==> config.mk <==
export PLATFORM = sky130hd
export DESIGN_NAME = adc_seq_sched
export DESIGN_NICKNAME = d
export VERILOG_FILES = /design/src/rtl/adc_seq_pkg.sv /design/src/rtl/adc_trig_edge.sv /design/src/rtl/adc_arrival_queue.sv /design/src/rtl/adc_seq_sched.sv
export SDC_FILE = /design/constraint.sdc
export NUM_CORES = 1
export LEC_CHECK = 0
export BUFFER_PORTS_ARGS = -buffer_cell sky130_fd_sc_hd__buf_2
export CAP_MARGIN = 20
export CORE_ASPECT_RATIO = 1.5
export CORE_MARGIN = 8
export CORE_UTILIZATION = 49
export DETAILED_ROUTE_END_ITERATION = 10
export GPL_TIMING_DRIVEN = 0
export PLACE_DENSITY = 0.8
export SYNTH_ARGS = -nofsm -noshare
export SYNTH_HDL_FRONTEND = slang
export SYNTH_SLANG_ARGS = --single-unit
==> constraint.sdc <==
create_clock -name clk -period 7.8 [get_ports clk]
set_clock_uncertainty 0.15 [all_clocks]
set_input_delay 1.17 -clock clk [delete_from_list [all_inputs] [get_ports clk]]
set_output_delay 1.17 -clock clk [all_outputs]
set_load 0.1 [all_outputs]
==> src/rtl/adc_seq_pkg.sv <==
package adc_seq_pkg;
    localparam int NUM_GRP = 3;
    localparam int GRP_W   = 2;
    localparam int EVT_GRP = 2;

    typedef enum logic [1:0] {
        ST_IDLE    = 2'd0,
        ST_SAMPLE  = 2'd1,
        ST_CONVERT = 2'd2
    } seq_st_e;
endpackage

==> src/rtl/adc_trig_edge.sv <==
module adc_trig_edge #(
    parameter int NUM_SRC = 8,
    parameter int SRC_W   = $clog2(NUM_SRC)
) (
    input  logic               clk,
    input  logic               rst_n,
    input  logic [NUM_SRC-1:0] evt_in,
    input  logic [SRC_W-1:0]   src,
    input  logic               pol,
    output logic               hit
);
    logic lvl_d, lvl_q;

    always_comb begin
        lvl_d = evt_in[src];
        hit   = pol ? (lvl_d && !lvl_q) : (!lvl_d && lvl_q);
    end

    always_ff @(posedge clk or negedge rst_n) begin
        if (!rst_n) lvl_q <= 1'b0;
        else        lvl_q <= lvl_d;
    end
endmodule

==> src/rtl/adc_arrival_queue.sv <==
module adc_arrival_queue #(
    parameter int DEPTH = 3,
    parameter int ID_W  = 2
) (
    input  logic             clk,
    input  logic             rst_n,
    input  logic             pop,
    input  logic             rq_valid,
    input  logic [ID_W-1:0]  rq_id,
    input  logic [DEPTH-1:0] push_vec,
    output logic             head_valid,
    output logic [ID_W-1:0]  head_id
);
    localparam int CNT_W = $clog2(DEPTH + 1);
    localparam int IDX_W = (DEPTH > 1) ? $clog2(DEPTH) : 1;

    typedef struct packed {
        logic [DEPTH-1:0][ID_W-1:0] slot;
        logic [CNT_W-1:0]           count;
    } q_s;

    q_s st_d, st_q;

    always_comb begin
        st_d = st_q;
        if (pop && st_d.count != '0) begin
            for (int i = 0; i < DEPTH - 1; i++) st_d.slot[i] = st_d.slot[i+1];
            st_d.count = st_d.count - CNT_W'(1);
        end
        if (rq_valid && st_d.count < CNT_W'(DEPTH)) begin
            st_d.slot[st_d.count[IDX_W-1:0]] = rq_id;
            st_d.count = st_d.count + CNT_W'(1);
        end
        for (int g = 0; g < DEPTH; g++) begin
            if (push_vec[g] && st_d.count < CNT_W'(DEPTH)) begin
                st_d.slot[st_d.count[IDX_W-1:0]] = ID_W'(g);
                st_d.count = st_d.count + CNT_W'(1);
            end
        end
        head_valid = (st_q.count != '0);
        head_id    = st_q.slot[0];
    end

    always_ff @(posedge clk or negedge rst_n) begin
        if (!rst_n) st_q <= '0;
        else        st_q <= st_d;
    end
endmodule

==> src/rtl/adc_seq_sched.sv <==
module adc_seq_sched
    import adc_seq_pkg::*;
#(
    parameter int NUM_CH  = 16,
    parameter int SAMP_W  = 12,
    parameter int NUM_SRC = 8
) (
    input  logic                                  clk,
    input  logic                                  rst_n,
    input  logic                                  enable,
    input  logic [NUM_GRP-1:0]                    sel_wr,
    input  logic [NUM_CH-1:0]                     sel_mask,
    input  logic [NUM_GRP-1:0]                    cont_mode,
    input  logic [NUM_GRP-2:0]                    hw_mode,
    input  logic [NUM_GRP*$clog2(NUM_SRC)-1:0]    trig_src,
    input  logic [NUM_GRP-1:0]                    trig_pol,
    input  logic [NUM_GRP*SAMP_W-1:0]             samp_time,
    input  logic [NUM_SRC-1:0]                    evt_in,
    input  logic                                  conv_done,
    output logic                                  conv_start,
    output logic                                  sampling,
    output logic                                  act_valid,
    output logic [GRP_W-1:0]                      act_grp,
    output logic [$clog2(NUM_CH)-1:0]             act_ch,
    output logic [NUM_GRP-1:0]                    busy,
    output logic [NUM_GRP-1:0]                    seq_end
);
    localparam int CH_W  = $clog2(NUM_CH);
    localparam int SRC_W = $clog2(NUM_SRC);
    localparam int CNT_W = SAMP_W + 1;

    typedef struct packed {
        seq_st_e                        st;
        logic [GRP_W-1:0]               grp;
        logic [CH_W-1:0]                ch;
        logic [NUM_CH-1:0]              rem;
        logic [CNT_W-1:0]               cnt;
        logic                           cstart;
        logic [NUM_GRP-1:0]             busy;
        logic [NUM_GRP-1:0]             send;
        logic [NUM_GRP-1:0][NUM_CH-1:0] mask;
    } seq_s;

    seq_s s_d, s_q;

    logic [NUM_GRP-1:0] edge_hit;
    logic [NUM_GRP-1:0] hw_eff;
    logic [NUM_GRP-1:0] cont_eff;
    logic [NUM_GRP-1:0] accept;
    logic               q_pop, q_rq;
    logic               head_valid;
    logic [GRP_W-1:0]   head_id;

    for (genvar g = 0; g < NUM_GRP; g++) begin : g_edge
        adc_trig_edge #(.NUM_SRC(NUM_SRC), .SRC_W(SRC_W)) i_edge (
            .clk    (clk),
            .rst_n  (rst_n),
            .evt_in (evt_in),
            .src    (trig_src[g*SRC_W +: SRC_W]),
            .pol    (trig_pol[g]),
            .hit    (edge_hit[g])
        );
    end

    adc_arrival_queue #(.DEPTH(NUM_GRP), .ID_W(GRP_W)) i_queue (
        .clk        (clk),
        .rst_n      (rst_n),
        .pop        (q_pop),
        .rq_valid   (q_rq),
        .rq_id      (s_q.grp),
        .push_vec   (accept),
        .head_valid (head_valid),
        .head_id    (head_id)
    );

    function automatic logic [CH_W-1:0] lowest(input logic [NUM_CH-1:0] v);
        lowest = '0;
        for (int i = NUM_CH - 1; i >= 0; i--) if (v[i]) lowest = CH_W'(i);
    endfunction

    function automatic logic [CNT_W-1:0] win_init(input logic [GRP_W-1:0] g);
        win_init = {1'b0, samp_time[g*SAMP_W +: SAMP_W]} + CNT_W'(1);
    endfunction

    always_comb begin
        logic [NUM_CH-1:0] nxt;
        s_d        = s_q;
        s_d.cstart = 1'b0;
        s_d.send   = '0;
        q_pop      = 1'b0;
        q_rq       = 1'b0;
        nxt        = '0;

        hw_eff   = {1'b1, hw_mode};
        cont_eff = cont_mode;
        if (&cont_mode) cont_eff[1] = 1'b0;

        for (int g = 0; g < NUM_GRP; g++) begin
            if (sel_wr[g]) s_d.mask[g] = sel_mask;
            accept[g] = enable && !s_q.busy[g] &&
                        ((!hw_eff[g] && sel_wr[g] && (|sel_mask)) ||
                         ( hw_eff[g] && edge_hit[g] && (|s_d.mask[g])));
            if (accept[g]) s_d.busy[g] = 1'b1;
        end

        unique case (s_q.st)
            ST_IDLE: begin
                if (enable && head_valid) begin
                    q_pop   = 1'b1;
                    s_d.grp = head_id;
                    s_d.rem = s_q.mask[head_id];
                    if (s_q.mask[head_id] == '0) begin
                        s_d.busy[head_id] = 1'b0;
                        s_d.send[head_id] = 1'b1;
                    end else begin
                        s_d.ch  = lowest(s_q.mask[head_id]);
                        s_d.cnt = win_init(head_id);
                        s_d.st  = ST_SAMPLE;
                    end
                end
            end
            ST_SAMPLE: begin
                if (s_q.cnt == '0) begin
                    s_d.st     = ST_CONVERT;
                    s_d.cstart = 1'b1;
                end else begin
                    s_d.cnt = s_q.cnt - CNT_W'(1);
                end
            end
            ST_CONVERT: begin
                if (conv_done) begin
                    nxt = s_q.rem & ~(NUM_CH'(1) << s_q.ch);
                    if (nxt != '0) begin
                        s_d.rem = nxt;
                        s_d.ch  = lowest(nxt);
                        s_d.cnt = win_init(s_q.grp);
                        s_d.st  = ST_SAMPLE;
                    end else if (cont_eff[s_q.grp] && enable && (|s_q.mask[s_q.grp])) begin
                        if (head_valid) begin
                            q_rq   = 1'b1;
                            s_d.st = ST_IDLE;
                        end else begin
                            s_d.rem = s_q.mask[s_q.grp];
                            s_d.ch  = lowest(s_q.mask[s_q.grp]);
                            s_d.cnt = win_init(s_q.grp);
                            s_d.st  = ST_SAMPLE;
                        end
                    end else begin
                        s_d.busy[s_q.grp] = 1'b0;
                        s_d.send[s_q.grp] = 1'b1;
                        s_d.st            = ST_IDLE;
                    end
                end
            end
            default: s_d.st = ST_IDLE;
        endcase
    end

    always_ff @(posedge clk or negedge rst_n) begin
        if (!rst_n) s_q <= '0;
        else        s_q <= s_d;
    end

    assign conv_start = s_q.cstart;
    assign sampling   = (s_q.st == ST_SAMPLE);
    assign act_valid  = (s_q.st != ST_IDLE);
    assign act_grp    = s_q.grp;
    assign act_ch     = s_q.ch;
    assign busy       = s_q.busy;
    assign seq_end    = s_q.send;
endmodule

==> key figures <==
GRT
  – Vias in the first global route: 8402
  – Initial antenna violation count: 0
  – Total grt overflow: 0
  – Gr usage total: 0.262
  – Global-route wire length before repair: 44.4 mm
  – Largest net degree at the start of global routing: 60

Synth
  – Sequential share of the synthesized area: 0.305
  – Count leader, synth: dfrtp_1
  – Asr flop ratio synth: 1.00
  – Post-synth top cells: 103 x dfrtp_1, 71 x nor2_1, 70 x mux2i_1
  – Leading area contributor after synthesis: dfrtp_1
  – Syn nets: 1031
  – Average cell area after synthesis: 9.14 µm²
  – Post-synth EDFFs: 0
  – Yosys reg bits: 103
  – Synth Cell Area: 0.00845 mm²
  – Synth area leaders: dfrtp_1 31%, mux2i_1 8.3%, mux2_2 8.1%
  – Syn Inst Count: 924
  – Synth Warn #: 0
  – Synth cell types: 77
  – Top_reg_cell synth: dfrtp_1
  – Top cell type's share of synthesized area: 0.305

STA
  – Worst slew margin: 0.407
  – Final TNS setup: 0 ns
  – Least-Margin Pin Slew: 0.890 ns
  – Min Tclk post-route: 7.07 ns
  – Fmax: 141 MHz
  – Final setup vio count: 0
  – Final Cycle Share: 0.906
  – Final Hold Fails: 0
  – RSZ-0062 raised after global routing: false
  – Slew Limit Fails: 0

Routing
  – Post-route DRC: 0
  – Post-route ant nets: 0
  – Final wirelength: 28.1 mm
  – Initial DRC count: 600
  – Mean routed wirelength per cell: 22.5 µm
  – Via Count: 8181
  – Via/cell ratio: 6.54
  – DR pass1 iterations: 5

Layout
  – Fin area: 0.00957 mm²
  – Fraction of layout cells with a size suffix above 1: 0.218
  – Nets: 1139
  – # diodes: 0
  – Area grow syn2layout: 13.3%
  – Fillers: 1545

Worst setup path
  – Crit end category: flop
  – Worst reg2reg path depth: 27
  – R2R Setup Slk: 1.08 ns
  – Critical path class: primary input to flop
  – Reg-to-Reg Start: i_queue.st_q[0]
  – Worst-path fanout max: 10
  – Critical Path Source Type: primary input
  – Required @ worst endpoint: 7.91 ns
  – CP arrival: 7.18 ns
  – Critical R2R Capture: i_queue.st_q[5]

Power and ir drop
  – VDD IR max: 0.198 mV
  – Pleak: 3.90 nW
  – PD cells: 383 mW/mm²

Run
  – Max-Cap Viols: 0

Clock tree
  – Clock insertion delay at the later pin of the skew report: 0.37 ns
  – Post-CTS Setup Inserts: 0
  – Clock root buffer: clkbuf_16
  – H-tree depth: 3
  – Hold-fix buffers, CTS: 0
  – Clock slew at reported path FFs: 0.08 ns
  – CTS tree: done
  – Clock tree buffer depth: 2
  – CTS buffer count: 9
  – Post-CTS sizing: 0
  – Clock Sinks: 103

Hold path
  – Hold Crit Class: flop to flop
  – Hold EP: s_q[65]
  – Worst Hold Depth: 1
  – Hold Crit Start: s_q[65]

Die
  – # rows: 59
  – # IOs: 99
  – Chip width: 123 µm
  – Die area: 0.0218 mm²
  – Die height: 177 µm
  – Core Area: 0.0171 mm²
  – Initial Utilization: 0.493

Placement
  – Dpl cell area: 0.00922 mm²
  – RePlAce Congestion: 0.959
  – Buffers added on ports: 96
  – DP HPWL: 21.9 mm

Run status
  – Status: complete, no violations
stage by stage:
stage | hold WS [ns] | util | setup slack (ns) | cells | power [mW]
global route | 0.365 | 0.559 | 0.119 | 1250 | 3.90
global placement | 0.332 | 0.537 | 0.120 | 1233 | 3.07
CTS | 0.351 | 0.558 | 0.376 | 1250 | 3.62
finish | 0.358 | 0.559 | 0.732 | 1250 | 3.66
floorplan | 0.311 | - | 1.19 | 924 | 2.52
detailed placement | 0.334 | 0.539 | 0.0819 | 1234 | 3.09
critical path: stages:
cell and delay [ns]:
buf_2 0.17, nor2b_1 0.14, clkbuf_1 0.31, nand2_2 0.27, xnor2_2 0.34, inv_1 0.11
ha_1 0.22, nand3b_1 0.16, a221oi_1 0.30, nand4_1 0.20, o21ai_1 0.28, nand2_1 0.16
ha_1 0.22, nor3b_1 0.18, o21a_1 0.18, and2_1 0.13, clkbuf_1 0.33, xnor2_1 0.23
inv_1 0.10, ha_1 0.25, or4_2 0.69, nand3_1 0.20, nand3_1 0.17, ha_1 0.24
and2_1 0.15, a211o_1 0.28
cells by family (layout without fill, tap and decap cells):
family                     count (synthesis)  in the layout  share of synthesized area
AOI/OAI and AO/OA                        280            280                      0.233
xor gates and xnor gates                  29             29                     0.0327
adders and majority gates                 23             23                     0.0341
buffers and inverters                     92            205                     0.0513
DFF                                      103            103                      0.305
muxes                                    137            137                      0.181
and+or+nand+nor                          260            260                      0.163
cell type report:
| cell class | instances | area, µm² | share of cell area |
|---|---|---|---|
| buffer | 67 | 339 | 0.0354 |
| clock buffer | 10 | 239 | 0.0250 |
| clock inverter | 6 | 97.6 | 0.0102 |
| inverter | 25 | 93.8 | 0.00981 |
| multi-input combinational | 729 | 5450 | 0.569 |
| sequential | 103 | 2580 | 0.269 |
| tap | 213 | 267 | 0.0278 |
| timing repair buffer | 97 | 510 | 0.0533 |
report_power, final:
part / internal (mW) / switching, mW
clock: 0.295 / 0.218
combinational: 0.824 / 1.47
sequential: 0.683 / 0.175
total: 1.80 / 1.86
how the worst max path moves through the flow:
stage               startpoint              end  slack (ns)
finish                  enable  i_queue.st_q[5]        0.73
global route            enable  i_queue.st_q[4]        0.12
floorplan               enable  i_queue.st_q[5]        1.19
global placement        enable  i_queue.st_q[7]        0.12
CTS                     enable  i_queue.st_q[5]        0.38
detailed placement      enable  i_queue.st_q[5]        0.08
routing by layer:
layer | routed length (µm) | vias to the layer above | track usage
met5 | 0 | - | 0
met4 | 1660 | 0 | 0.169
met3 | 1630 | 119 | 0.0476
met2 | 14300 | 369 | 0.451
met1 | 10500 | 3952 | 0.287
li1 | - | 3741 | -
flip-flops by register name, indices dropped and copies added, names as in the netlist:
name / cells
s_q: 79
i_queue.st_q: 6
act_ch: 4
busy: 3
g_edge.i_edge.lvl_q: 3
seq_end: 3
act_grp: 2
i_queue.head_id: 2
conv_start: 1
cells in the final DEF, fill, tap and decap left out, types with 6 or more instances in the layout:
cell type / count
o21ai_0: 41
xor2_1: 11
mux2_2: 61
clkbuf_16: 9
xnor2_1: 15
nand4_1: 13
o2bb2ai_1: 46
nand2_1: 57
a31oi_1: 8
buf_4: 13
or4_1: 7
a21oi_1: 61
nand3_1: 17
nand2b_1: 11
inv_1: 23
a22oi_1: 23
o21a_1: 7
nor2b_1: 9
nor2_1: 71
o22ai_1: 13
clkbuf_1: 26
dfrtp_1: 103
nor3_1: 13
a22o_1: 6
ha_1: 23
nor3b_1: 8
mux2i_1: 70
o31ai_1: 7
and2_1: 7
buf_1: 10
a2bb2oi_1: 10
nor4_1: 20
buf_2: 111
Note: power is estimated with default switching activity, not from simulation.
